===== src/rtl/selftest_pkg.sv =====
package selftest_pkg;

    localparam int NSEQ     = 3;
    localparam int RAM_MEMS = 5;

    // register bit positions that software decodes
    localparam int B_EET_FAIL = 0;
    localparam int B_EET_EN   = 1;
    localparam int B_ELD_EN   = 2;
    localparam int B_RAM_DONE = 9;
    localparam int B_RAM_EN   = 10;
    localparam int B_RAM_RST  = 13;

    // index order is also launch priority (lowest first)
    typedef enum logic [1:0] {
        SEQ_RAM = 2'd0,
        SEQ_EET = 2'd1,
        SEQ_ELD = 2'd2
    } seq_e;

    typedef logic [NSEQ-1:0] seq_vec_t;

    typedef struct packed {
        logic busy;
        seq_e id;
    } run_t;

    // bit position of the fail flag for memory m
    function automatic int ram_fail_pos(input int m);
        case (m)
            0:       return 3;
            1:       return 4;
            2:       return 5;
            3:       return 7;
            default: return 8;
        endcase
    endfunction

    function automatic seq_vec_t seq_bit(input seq_e s);
        seq_vec_t v;
        v = '0;
        v[int'(s)] = 1'b1;
        return v;
    endfunction

    function automatic seq_e pick_first(input seq_vec_t v);
        if (v[int'(SEQ_RAM)])      return SEQ_RAM;
        else if (v[int'(SEQ_EET)]) return SEQ_EET;
        else                       return SEQ_ELD;
    endfunction

endpackage


===== src/rtl/st_request.sv =====
module st_request
    import selftest_pkg::*;
(
    input  logic     clk,
    input  logic     rst,
    input  logic     wr_en,
    input  logic     wr_ram_en,
    input  logic     wr_eet_en,
    input  logic     wr_eld_en,
    input  logic     wr_ram_rst,
    input  seq_vec_t active,
    input  seq_vec_t running,
    output seq_vec_t req,
    output logic     ram_clear
);

    logic     armed;
    seq_vec_t want;

    always_comb begin
        want                = '0;
        want[int'(SEQ_RAM)] = wr_ram_en;
        want[int'(SEQ_EET)] = wr_eet_en;
        want[int'(SEQ_ELD)] = wr_eld_en;
    end

    assign ram_clear = wr_en && wr_ram_rst && !running[int'(SEQ_RAM)];

    always_comb begin
        req = wr_en ? (want & ~active) : '0;
        if (!(armed || ram_clear))
            req[int'(SEQ_RAM)] = 1'b0;
    end

    always_ff @(posedge clk) begin
        if (rst)
            armed <= 1'b0;
        else if (req[int'(SEQ_RAM)])
            armed <= 1'b0;
        else if (ram_clear)
            armed <= 1'b1;
    end

    // an accepted RAM start always uses up the arming
    p_arm_consumed_r5: assert property (@(posedge clk) disable iff (rst)
        req[int'(SEQ_RAM)] |=> !armed);

endmodule


===== src/rtl/st_arbiter.sv =====
module st_arbiter
    import selftest_pkg::*;
(
    input  logic     clk,
    input  logic     rst,
    input  seq_vec_t req,
    input  seq_vec_t done_vec,
    output seq_vec_t pend,
    output seq_vec_t running,
    output seq_vec_t start,
    output seq_vec_t finish
);

    run_t     run;
    seq_vec_t pend_q;
    seq_vec_t start_q;
    logic     launch;
    seq_e     nxt;
    seq_vec_t take;

    assign nxt     = pick_first(pend_q);
    assign launch  = !run.busy && (|pend_q);
    assign take    = launch ? seq_bit(nxt) : '0;
    assign running = run.busy ? seq_bit(run.id) : '0;
    assign finish  = done_vec & running;
    assign pend    = pend_q;
    assign start   = start_q;

    always_ff @(posedge clk) begin
        if (rst) begin
            pend_q  <= '0;
            start_q <= '0;
            run     <= '{busy: 1'b0, id: SEQ_RAM};
        end else begin
            pend_q  <= (pend_q | req) & ~take;
            start_q <= take;
            if (launch)
                run <= '{busy: 1'b1, id: nxt};
            else if (|finish)
                run.busy <= 1'b0;
        end
    end

    p_one_strobe_r8: assert property (@(posedge clk) disable iff (rst)
        $onehot0(start_q));

    p_strobe_from_idle_r10: assert property (@(posedge clk) disable iff (rst)
        (|start_q) |-> (run.busy && !$past(run.busy)));

    p_finish_clears_r2: assert property (@(posedge clk) disable iff (rst)
        (|finish) |=> (((pend_q | running) & $past(finish)) == '0));

endmodule


===== src/rtl/st_flags.sv =====
module st_flags
    import selftest_pkg::*;
(
    input  logic                clk,
    input  logic                rst,
    input  seq_vec_t            finish,
    input  seq_vec_t            req,
    input  logic                ram_clear,
    input  logic [RAM_MEMS-1:0] ram_fail,
    input  logic                eet_fail,
    output logic                ram_done_f,
    output logic [RAM_MEMS-1:0] ram_fail_f,
    output logic                eet_fail_f
);

    always_ff @(posedge clk) begin
        if (rst) begin
            ram_done_f <= 1'b0;
            ram_fail_f <= '0;
        end else if (ram_clear || req[int'(SEQ_RAM)]) begin
            ram_done_f <= 1'b0;
            ram_fail_f <= '0;
        end else if (finish[int'(SEQ_RAM)]) begin
            ram_done_f <= 1'b1;
            ram_fail_f <= ram_fail;
        end
    end

    always_ff @(posedge clk) begin
        if (rst)
            eet_fail_f <= 1'b0;
        else if (req[int'(SEQ_EET)])
            eet_fail_f <= 1'b0;
        else if (finish[int'(SEQ_EET)])
            eet_fail_f <= eet_fail;
    end

    p_ram_done_source_r6: assert property (@(posedge clk) disable iff (rst)
        $rose(ram_done_f) |-> $past(finish[int'(SEQ_RAM)]));

    p_eet_flag_hold_r9: assert property (@(posedge clk) disable iff (rst)
        (!finish[int'(SEQ_EET)] && !req[int'(SEQ_EET)]) |=> $stable(eet_fail_f));

endmodule


===== src/rtl/selftest_ctl.sv =====
module selftest_ctl
    import selftest_pkg::*;
#(
    parameter int REG_W = 32
) (
    input  logic                clk,
    input  logic                rst,
    input  logic                wr_en,
    input  logic [REG_W-1:0]    wr_data,
    output logic [REG_W-1:0]    rd_data,
    output logic                ram_start,
    input  logic                ram_done,
    input  logic [RAM_MEMS-1:0] ram_fail,
    output logic                eet_start,
    input  logic                eet_done,
    input  logic                eet_fail,
    output logic                eld_start,
    input  logic                eld_done
);

    seq_vec_t            req, pend, running, start, finish, done_vec, active;
    logic                ram_clear;
    logic                ram_done_f, eet_fail_f;
    logic [RAM_MEMS-1:0] ram_fail_f;

    assign active = pend | running;

    always_comb begin
        done_vec                = '0;
        done_vec[int'(SEQ_RAM)] = ram_done;
        done_vec[int'(SEQ_EET)] = eet_done;
        done_vec[int'(SEQ_ELD)] = eld_done;
    end

    st_request u_req (
        .clk        (clk),
        .rst        (rst),
        .wr_en      (wr_en),
        .wr_ram_en  (wr_data[B_RAM_EN]),
        .wr_eet_en  (wr_data[B_EET_EN]),
        .wr_eld_en  (wr_data[B_ELD_EN]),
        .wr_ram_rst (wr_data[B_RAM_RST]),
        .active     (active),
        .running    (running),
        .req        (req),
        .ram_clear  (ram_clear)
    );

    st_arbiter u_arb (
        .clk      (clk),
        .rst      (rst),
        .req      (req),
        .done_vec (done_vec),
        .pend     (pend),
        .running  (running),
        .start    (start),
        .finish   (finish)
    );

    st_flags u_flags (
        .clk        (clk),
        .rst        (rst),
        .finish     (finish),
        .req        (req),
        .ram_clear  (ram_clear),
        .ram_fail   (ram_fail),
        .eet_fail   (eet_fail),
        .ram_done_f (ram_done_f),
        .ram_fail_f (ram_fail_f),
        .eet_fail_f (eet_fail_f)
    );

    assign ram_start = start[int'(SEQ_RAM)];
    assign eet_start = start[int'(SEQ_EET)];
    assign eld_start = start[int'(SEQ_ELD)];

    always_comb begin
        rd_data             = '0;
        rd_data[B_EET_FAIL] = eet_fail_f;
        rd_data[B_EET_EN]   = active[int'(SEQ_EET)];
        rd_data[B_ELD_EN]   = active[int'(SEQ_ELD)];
        rd_data[B_RAM_EN]   = active[int'(SEQ_RAM)];
        rd_data[B_RAM_DONE] = ram_done_f;
        for (int m = 0; m < RAM_MEMS; m++)
            rd_data[ram_fail_pos(m)] = ram_fail_f[m];
    end

    p_reset_zero_r1: assert property (@(posedge clk)
        rst |=> (rd_data == '0 && !ram_start && !eet_start && !eld_start));

endmodule


===== config.mk =====
export PLATFORM = sky130hd
export DESIGN_NAME = selftest_ctl
export DESIGN_NICKNAME = d
export VERILOG_FILES = /design/src/rtl/selftest_pkg.sv /design/src/rtl/st_request.sv /design/src/rtl/st_arbiter.sv /design/src/rtl/st_flags.sv /design/src/rtl/selftest_ctl.sv
export SDC_FILE = /design/constraint.sdc
export NUM_CORES = 1
export LEC_CHECK = 0
export BUFFER_PORTS_ARGS = -buffer_cell sky130_fd_sc_hd__buf_2
export CAP_MARGIN = 10
export CORE_MARGIN = 2
export CORE_UTILIZATION = 38
export CTS_BUF_LIST = sky130_fd_sc_hd__clkbuf_4 sky130_fd_sc_hd__clkbuf_8 sky130_fd_sc_hd__clkbuf_16
export DETAILED_ROUTE_END_ITERATION = 8
export PLACE_DENSITY_LB_ADDON = 0.2
export REMOVE_ABC_BUFFERS = 1
export SYNTH_ARGS = -nofsm -noshare
export SYNTH_HDL_FRONTEND = slang
export SYNTH_SLANG_ARGS = --single-unit

===== constraint.sdc =====
create_clock -name clk -period 1.5 [get_ports clk]
set_clock_uncertainty 0.1 [all_clocks]
set_input_delay 0 -clock clk [delete_from_list [all_inputs] [get_ports clk]]
set_output_delay 0 -clock clk [all_outputs]
set_load 0.05 [all_outputs]

==> results of run 1 <==
==> through the flow <==
stage | instance area [um^2] | total power [mW]
2_1_floorplan | 812 | 0.796
3_3_place_gp | 1030 | 0.876
3_5_place_dp | 1030 | 0.880
4_1_cts | 1190 | 1.15
5_1_grt | 1210 | 1.22
6_report | 1210 | 1.16
==> worst max-delay path, stage by stage (launching register included) <==
cell and delay [ns]:
dfxtp_2 0.38, or3b_4 0.41, nand2b_1 0.11, buf_6 0.16
==> registers in the layout (all words and copies together) (netlist names) <==
signal	cells
u_arb.start	3
u_req.armed	1
u_flags.ram_fail_f	5
u_flags.eet_fail_f	1
u_flags.ram_done_f	1
u_arb.pend	3
u_arb.run	3
==> synth_stat cells (3+ instances only) <==
library cell  instances
a21oi_1               3
buf_4                25
dfxtp_1              17
mux2i_1               7
nand2_1               3
nand2b_1              3
nand3b_1              5
nor2_1               13
nor2b_1               3
o21ai_0               3
==> layout make-up <==
cell class,instances,share of cell area [%]
multi-input cells,79,39.1
clock inverters,1,0.413
well taps,30,3.10
inverters,1,0.310
repair buffers,46,26.8
flip-flops and latches,17,28.4
clock buffers,3,1.86
==> cells by family after synthesis <==
family          Yosys count
simple gates             36
other cells               1
mux                       7
compound gates           14
flops                    17
buf+inv                  30
==> repair_timing <==
item,4_1_cts,5_1_grt
resized for setup,2,10
endpoints found under the setup margin,2,4
hold buffers,13,0
endpoints found under the hold margin,15,0
==> routing by layer <==
metal	vias up	global-route usage [%]	share of wire [%]	wire, um
met5	-	0	0	0
met3	4	3.33	9.9	183
li1	403	-	-	-
met1	361	17.5	45	833
met4	0	7.69	1.6	30
met2	50	20.9	44	808
==> power by group <==
group / total (mW) / internal (mW) / switching [mW]
combinational: 0.411 / 0.125 / 0.286
sequential: 0.500 / 0.479 / 0.0208
clock: 0.250 / 0.0992 / 0.151
total: 1.16 / 0.703 / 0.458
==> placed cells by master (no fill, tap or decap), types with 2 or more instances in the layout <==
master         instances
dfxtp_1               14
buf_6                  2
conb_1                22
nand3b_1               5
dlygate4sd3_1         13
dfxtp_2                3
clkbuf_4               4
buf_4                  6
nor2_1                13
o21ai_0                3
mux2i_1                7
nand2b_1               3
nand2_1                3
nor2b_1                3
nor4b_1                2
buf_2                 24
a21oi_1                3
==> final timing paths <==
kind	to	slack, ns	cells after the start	from
min	u_flags.ram_done_f	0.03	4	wr_data[10]
min reg2reg	u_flags.ram_done_f	0.38	2	u_flags.ram_done_f
max reg2reg	u_flags.ram_fail_f[1]	0.21	4	u_arb.run[0]
max	rd_data[10]	0.05	3	u_arb.run[2]
==> results by group, run 1 <==
Global route
  • Initial antenna violation count: 0
  • First-pass GRT wire length: 2770 um
  • Largest net degree at the start of global routing: 15
  • Number of global-route vias before repair: 648
  • Aggregate global routing overflow: 0
  • Tot GR Track Use: 13.7%

Synthesis
  • Synth Area in Compound Gates: 10.9%
  • Syn Area/Cell: 8.94 um^2
  • Xor/xnor share of the synthesized area: 0%
  • Largest family of logic cells by synthesized area: simple AND/OR/NAND/NOR gates
  • Unique cell type count in the Yosys netlist: 29
  • Syn Inst Count: 105
  • YS warnings: 0
  • Synthesis-stage register bit count: 17
  • Synth Area in Simple Gates: 22.7%
  • Area share of fa/ha/maj cells after synthesis: 0%
  • Synth top area share: 36.3%
  • Number of synthesized flops with an enable pin: 0
  • Yosys top cell by area: dfxtp_1
  • Post-synth ARST share: 0%
  • Main synth FF type: dfxtp_1
  • Post-synthesis mux area share: 7.47%
  • Top cells by area, synth: dfxtp_1, buf_4, mux2i_1
  • Seq/Total Area, Yosys: 36.3%
  • Synthesized area: 938 um^2

Place
  • DP HPWL: 1270 um
  • Port buffer count: 28
  • Routability cong.: 0.685
  • Placed Cells: 160
  • DP Worst Slack: 0.158 ns

Finish
  • FILL cells: 232
  • Final non-filler cell total: 177
  • Area delta synth->final: 29.2%
  • Share of cells above drive strength 1: 30.6%
  • Register area: 344 um^2
  • Final #Nets: 192
  • Multi-input gate area: 474 um^2
  • Ant diodes: 0
  • Core Util, Final: 50.3%

STA
  • Post-layout minimum cycle time: 1.45 ns
  • Hold slack: 0.0312 ns
  • Final slew viol count: 0
  • Unrepaired setup endpoints after global routing: no
  • Final setup fails: 0
  • Hold Fails Final Rpt: 0
  • Setup total negative slack: 0 ns
  • Period utilisation layout: 96.5%
  • Final worst slack: 0.0521 ns
  • Peak Freq: 691 MHz

Clock network
  • CTS tree: yes
  • Clk buf depth: 2
  • CTS Sinks: 17
  • CTS clock-pin slew for the worst setup and hold paths: 0.11 ns
  • Post-CTS setup buffers: 0
  • Clk root buf: clkbuf_4
  • H-tree depth: 1
  • CTS buffer count: 3
  • Clk_lat worst skew: 0.29 ns

Detailed routing
  • First-pass DRT Iterations: 4
  • Vias per cell: 4.62
  • Avg WL per Cell: 10.5 um
  • Detail Route Antenna Nets: 0
  • DR DRC count: 0
  • Initial DRC count: 20
  • Routed Wire Length: 1860 um
  • Vias: 818

Power
  • LEAKAGE: 0.551 nW
  • Pwr dens: 958 nW/um^2
  • Max VDD drop: 0.000637 V

Job
  • Max cap viols: 0

Setup path
  • Crit path launch type: register
  • Max FO, Critical Path: 5
  • Data required, critical path: 1.40 ns
  • CP endpoint kind: output pin
  • Worst Path Arrival: 1.35 ns
  • Critical path type: register to output pin

Floorplan
  • Core Area: 2410 um^2
  • Die Area: 2880 um^2
  • Rows: 18
  • Die Ht: 53.7 um
  • Initial core utilization: 38.9%
  • # IOs: 79
  • Die width: 53.7 um

Status
  • Status: complete, no violations

Worst hold path
  • Worst Hold Class: primary input to register
No activity file was read; power rests on OpenSTA's default activity.
==> inputs of run 2 (changes only) <==
--- a/config.mk
+++ b/config.mk
@@ -5,8 +5,9 @@
 export SDC_FILE = /design/constraint.sdc
 export NUM_CORES = 1
 export LEC_CHECK = 0
+export ABC_AREA = 1
 export BUFFER_PORTS_ARGS = -buffer_cell sky130_fd_sc_hd__buf_2
-export CAP_MARGIN = 10
+export CAP_MARGIN = 15
 export CORE_MARGIN = 2
 export CORE_UTILIZATION = 38
 export CTS_BUF_LIST = sky130_fd_sc_hd__clkbuf_4 sky130_fd_sc_hd__clkbuf_8 sky130_fd_sc_hd__clkbuf_16
==> run 2 against run 1 <==
Fmax is 4.9% higher. Non-clock buffer count is 6 lower. Total power is 1.7% higher. Largest power group unchanged. Wire length is 11% lower. Area after synthesis is 4.1% higher. Sequential cell count stayed put. Worst setup slack better by 0.068 ns.
==> results by group, run 2 <==
Power
  • Tot Pwr: 1.18 mW
  • Pwr dens: 1000 nW/um^2
  • Max VDD drop: 0.000589 V
  • Power Internal: 0.685 mW
  • Reg power frac: 43.2%
  • LEAKAGE: 0.614 nW
  • Clk pwr share: 20.8%
  • Switching Fraction: 42.0%
  • Sw power: 0.495 mW
  • Logic pwr share: 36.0%

Floorplan
  • # IOs: 79
  • Rows: 18
  • Die Area: 2990 um^2
  • Die Ht: 54.7 um
  • Die width: 54.7 um
  • Initial core utilization: 39.8%
  • Core Area: 2450 um^2

Place
  • Placed Area: 1030 um^2
  • Routability cong.: 0.777
  • Placed Cells: 181
  • Port buffer count: 28
  • DP HPWL: 1260 um

Clock network
  • CTS buffer count: 3
  • H-tree depth: 1
  • CTS clock-pin slew for the worst setup and hold paths: 0.10 ns
  • CTS tree: yes
  • CTS Sinks: 17
  • Post-CTS setup buffers: 0
  • Clk_lat worst skew: 0.29 ns
  • Clk root buf: clkbuf_4
  • Clk buf depth: 2

Finish
  • Most frequent cells in the layout: buf_2, inv_1, conb_1
  • Top reg by flops: u_flags.ram_fail_f
  • Area delta synth->final: 20.4%
  • Final non-filler cell total: 197
  • Commonest non-fill, non-tap cell in the layout: buf_2
  • Ant diodes: 0
  • Post-route cell area: 1180 um^2
  • FILL cells: 266
  • Final #Nets: 212
  • Share of cells above drive strength 1: 28.7%
  • Max FFs per register: 5

Synthesis
  • Top cells by count, synth: buf_4, inv_1, nand2_1
  • Synthesized area: 977 um^2
  • Synthesis-stage register bit count: 17
  • Seq/Total Area, Yosys: 34.8%
  • Unique cell type count in the Yosys netlist: 19
  • Top cells by area, synth: dfxtp_1, buf_4, inv_1
  • Number of synthesized flops with an enable pin: 0
  • Main synth FF type: dfxtp_1
  • YS warnings: 0
  • Yosys top cell by area: dfxtp_1
  • Syn Inst Count: 129
  • Post-synth ARST share: 0%
  • Syn Area/Cell: 7.58 um^2
  • Synth top area share: 34.8%
  • Cell with the most instances after synthesis: buf_4

Setup path
  • Crit path cell chain: nor2_4 > nand2_2 > nand2_2 > buf_2
  • Crit-path max cell delay: 0.38 ns
  • Critical path type: register to output pin
  • Max FO, Critical Path: 5
  • Crit path buffers/inverters: 1
  • Delay-heaviest family, CP: flip-flops
  • Slowest CP cell: dfxtp_1
  • Data required, critical path: 1.40 ns
  • CP endpoint kind: output pin
  • CP most frequent cell: nand2_2
  • Crit path launch type: register
  • Worst Path Arrival: 1.28 ns

Detailed routing
  • Routed Wire Length: 1660 um
  • Detail Route Antenna Nets: 0
  • Initial DRC count: 4
  • Vias: 774
  • Vias per cell: 3.93
  • First-pass DRT Iterations: 3
  • DR DRC count: 0
  • Avg WL per Cell: 8.41 um

STA
  • Post-layout minimum cycle time: 1.38 ns
  • Final setup fails: 0
  • Setup total negative slack: 0 ns
  • Final slew viol count: 0
  • Hold Fails Final Rpt: 0
  • Peak Freq: 724 MHz
  • Hold slack: 0.0131 ns
  • Period utilisation layout: 92.0%
  • Unrepaired setup endpoints after global routing: no

Status
  • Status: complete, no violations

Global route
  • First-pass GRT wire length: 2450 um
  • Aggregate global routing overflow: 0
  • Largest net degree at the start of global routing: 13
  • Initial antenna violation count: 0
  • Tot GR Track Use: 11.4%
  • Number of global-route vias before repair: 632

Worst hold path
  • Worst Hold Class: primary input to register

Job
  • Max cap viols: 0
## run 2: path summary, 6_finish.rpt
path         cells past startpoint     startpoint  slack [ns]               endpoint
max                              4   u_arb.run[0]        0.12            rd_data[10]
min reg2reg                      2  u_arb.pend[0]        0.37         u_arb.start[0]
max reg2reg                      5   u_arb.run[0]        0.26  u_flags.ram_fail_f[2]
min                              5       eet_done        0.01     u_flags.eet_fail_f
## run 2: layer usage
metal	share of wire, %	wire length (um)	up-vias	GRT usage (%)
li1	-	-	423	-
met1	44	722	324	11.9
met2	48	793	27	20.2
met3	8.5	141	0	6.28
met4	0	0	0	1.67
met5	0	0	-	0
## run 2: power by group through the flow
stage               combinational, mW  sequential (mW)  clock (mW)
floorplan                       0.296            0.555           0
detailed placement              0.401            0.520           0
global placement                0.398            0.519           0
CTS                             0.426            0.510       0.264
finish                          0.425            0.511       0.245
global route                    0.458            0.515       0.286
## run 2: final cells by class
type                       count  area (um^2)  area share [%]
multi-input combinational     83          423            36.0
sequential                    17          342            29.0
timing repair buffer          40          260            22.1
inverter                      23         86.3            7.34
tap                           30         37.5            3.19
clock buffer                   3         22.5            1.91
clock inverter                 1         5.00           0.426
## run 2: metrics by stage
| step | utilization (%) | setup WS, ns |
|---|---|---|
| 3_5_place_dp | 41.8 | 0.218 |
| 2_1_floorplan | - | 0.108 |
| 3_3_place_gp | 41.8 | 0.247 |
| 6_report | 47.9 | 0.120 |
| 5_1_grt | 47.9 | 0.0491 |
| 4_1_cts | 47.9 | 0.0621 |
## run 2: worst min-delay path, delay by kind of cell
family	cells	cell delay, ns
buf+inv	1	0.10
compound gates	1	0.06
simple gates	3	0.21
## run 2: what timing repair did
item                                   in CTS  in global routing
endpoints found under the hold margin      15                  0
setup endpoints to repair                   0                  1
hold buffers                               12                  0
resized for setup                           0                  1
## run 2: cells by family (layout without fill, tap and decap cells)
kind of cell,count (synthesis),in the layout,synth area share (%)
flops,17,17,34.8
buf+inv,50,67,30.0
other cells,1,22,0.384
compound gates,13,13,6.66
simple gates,48,48,28.2
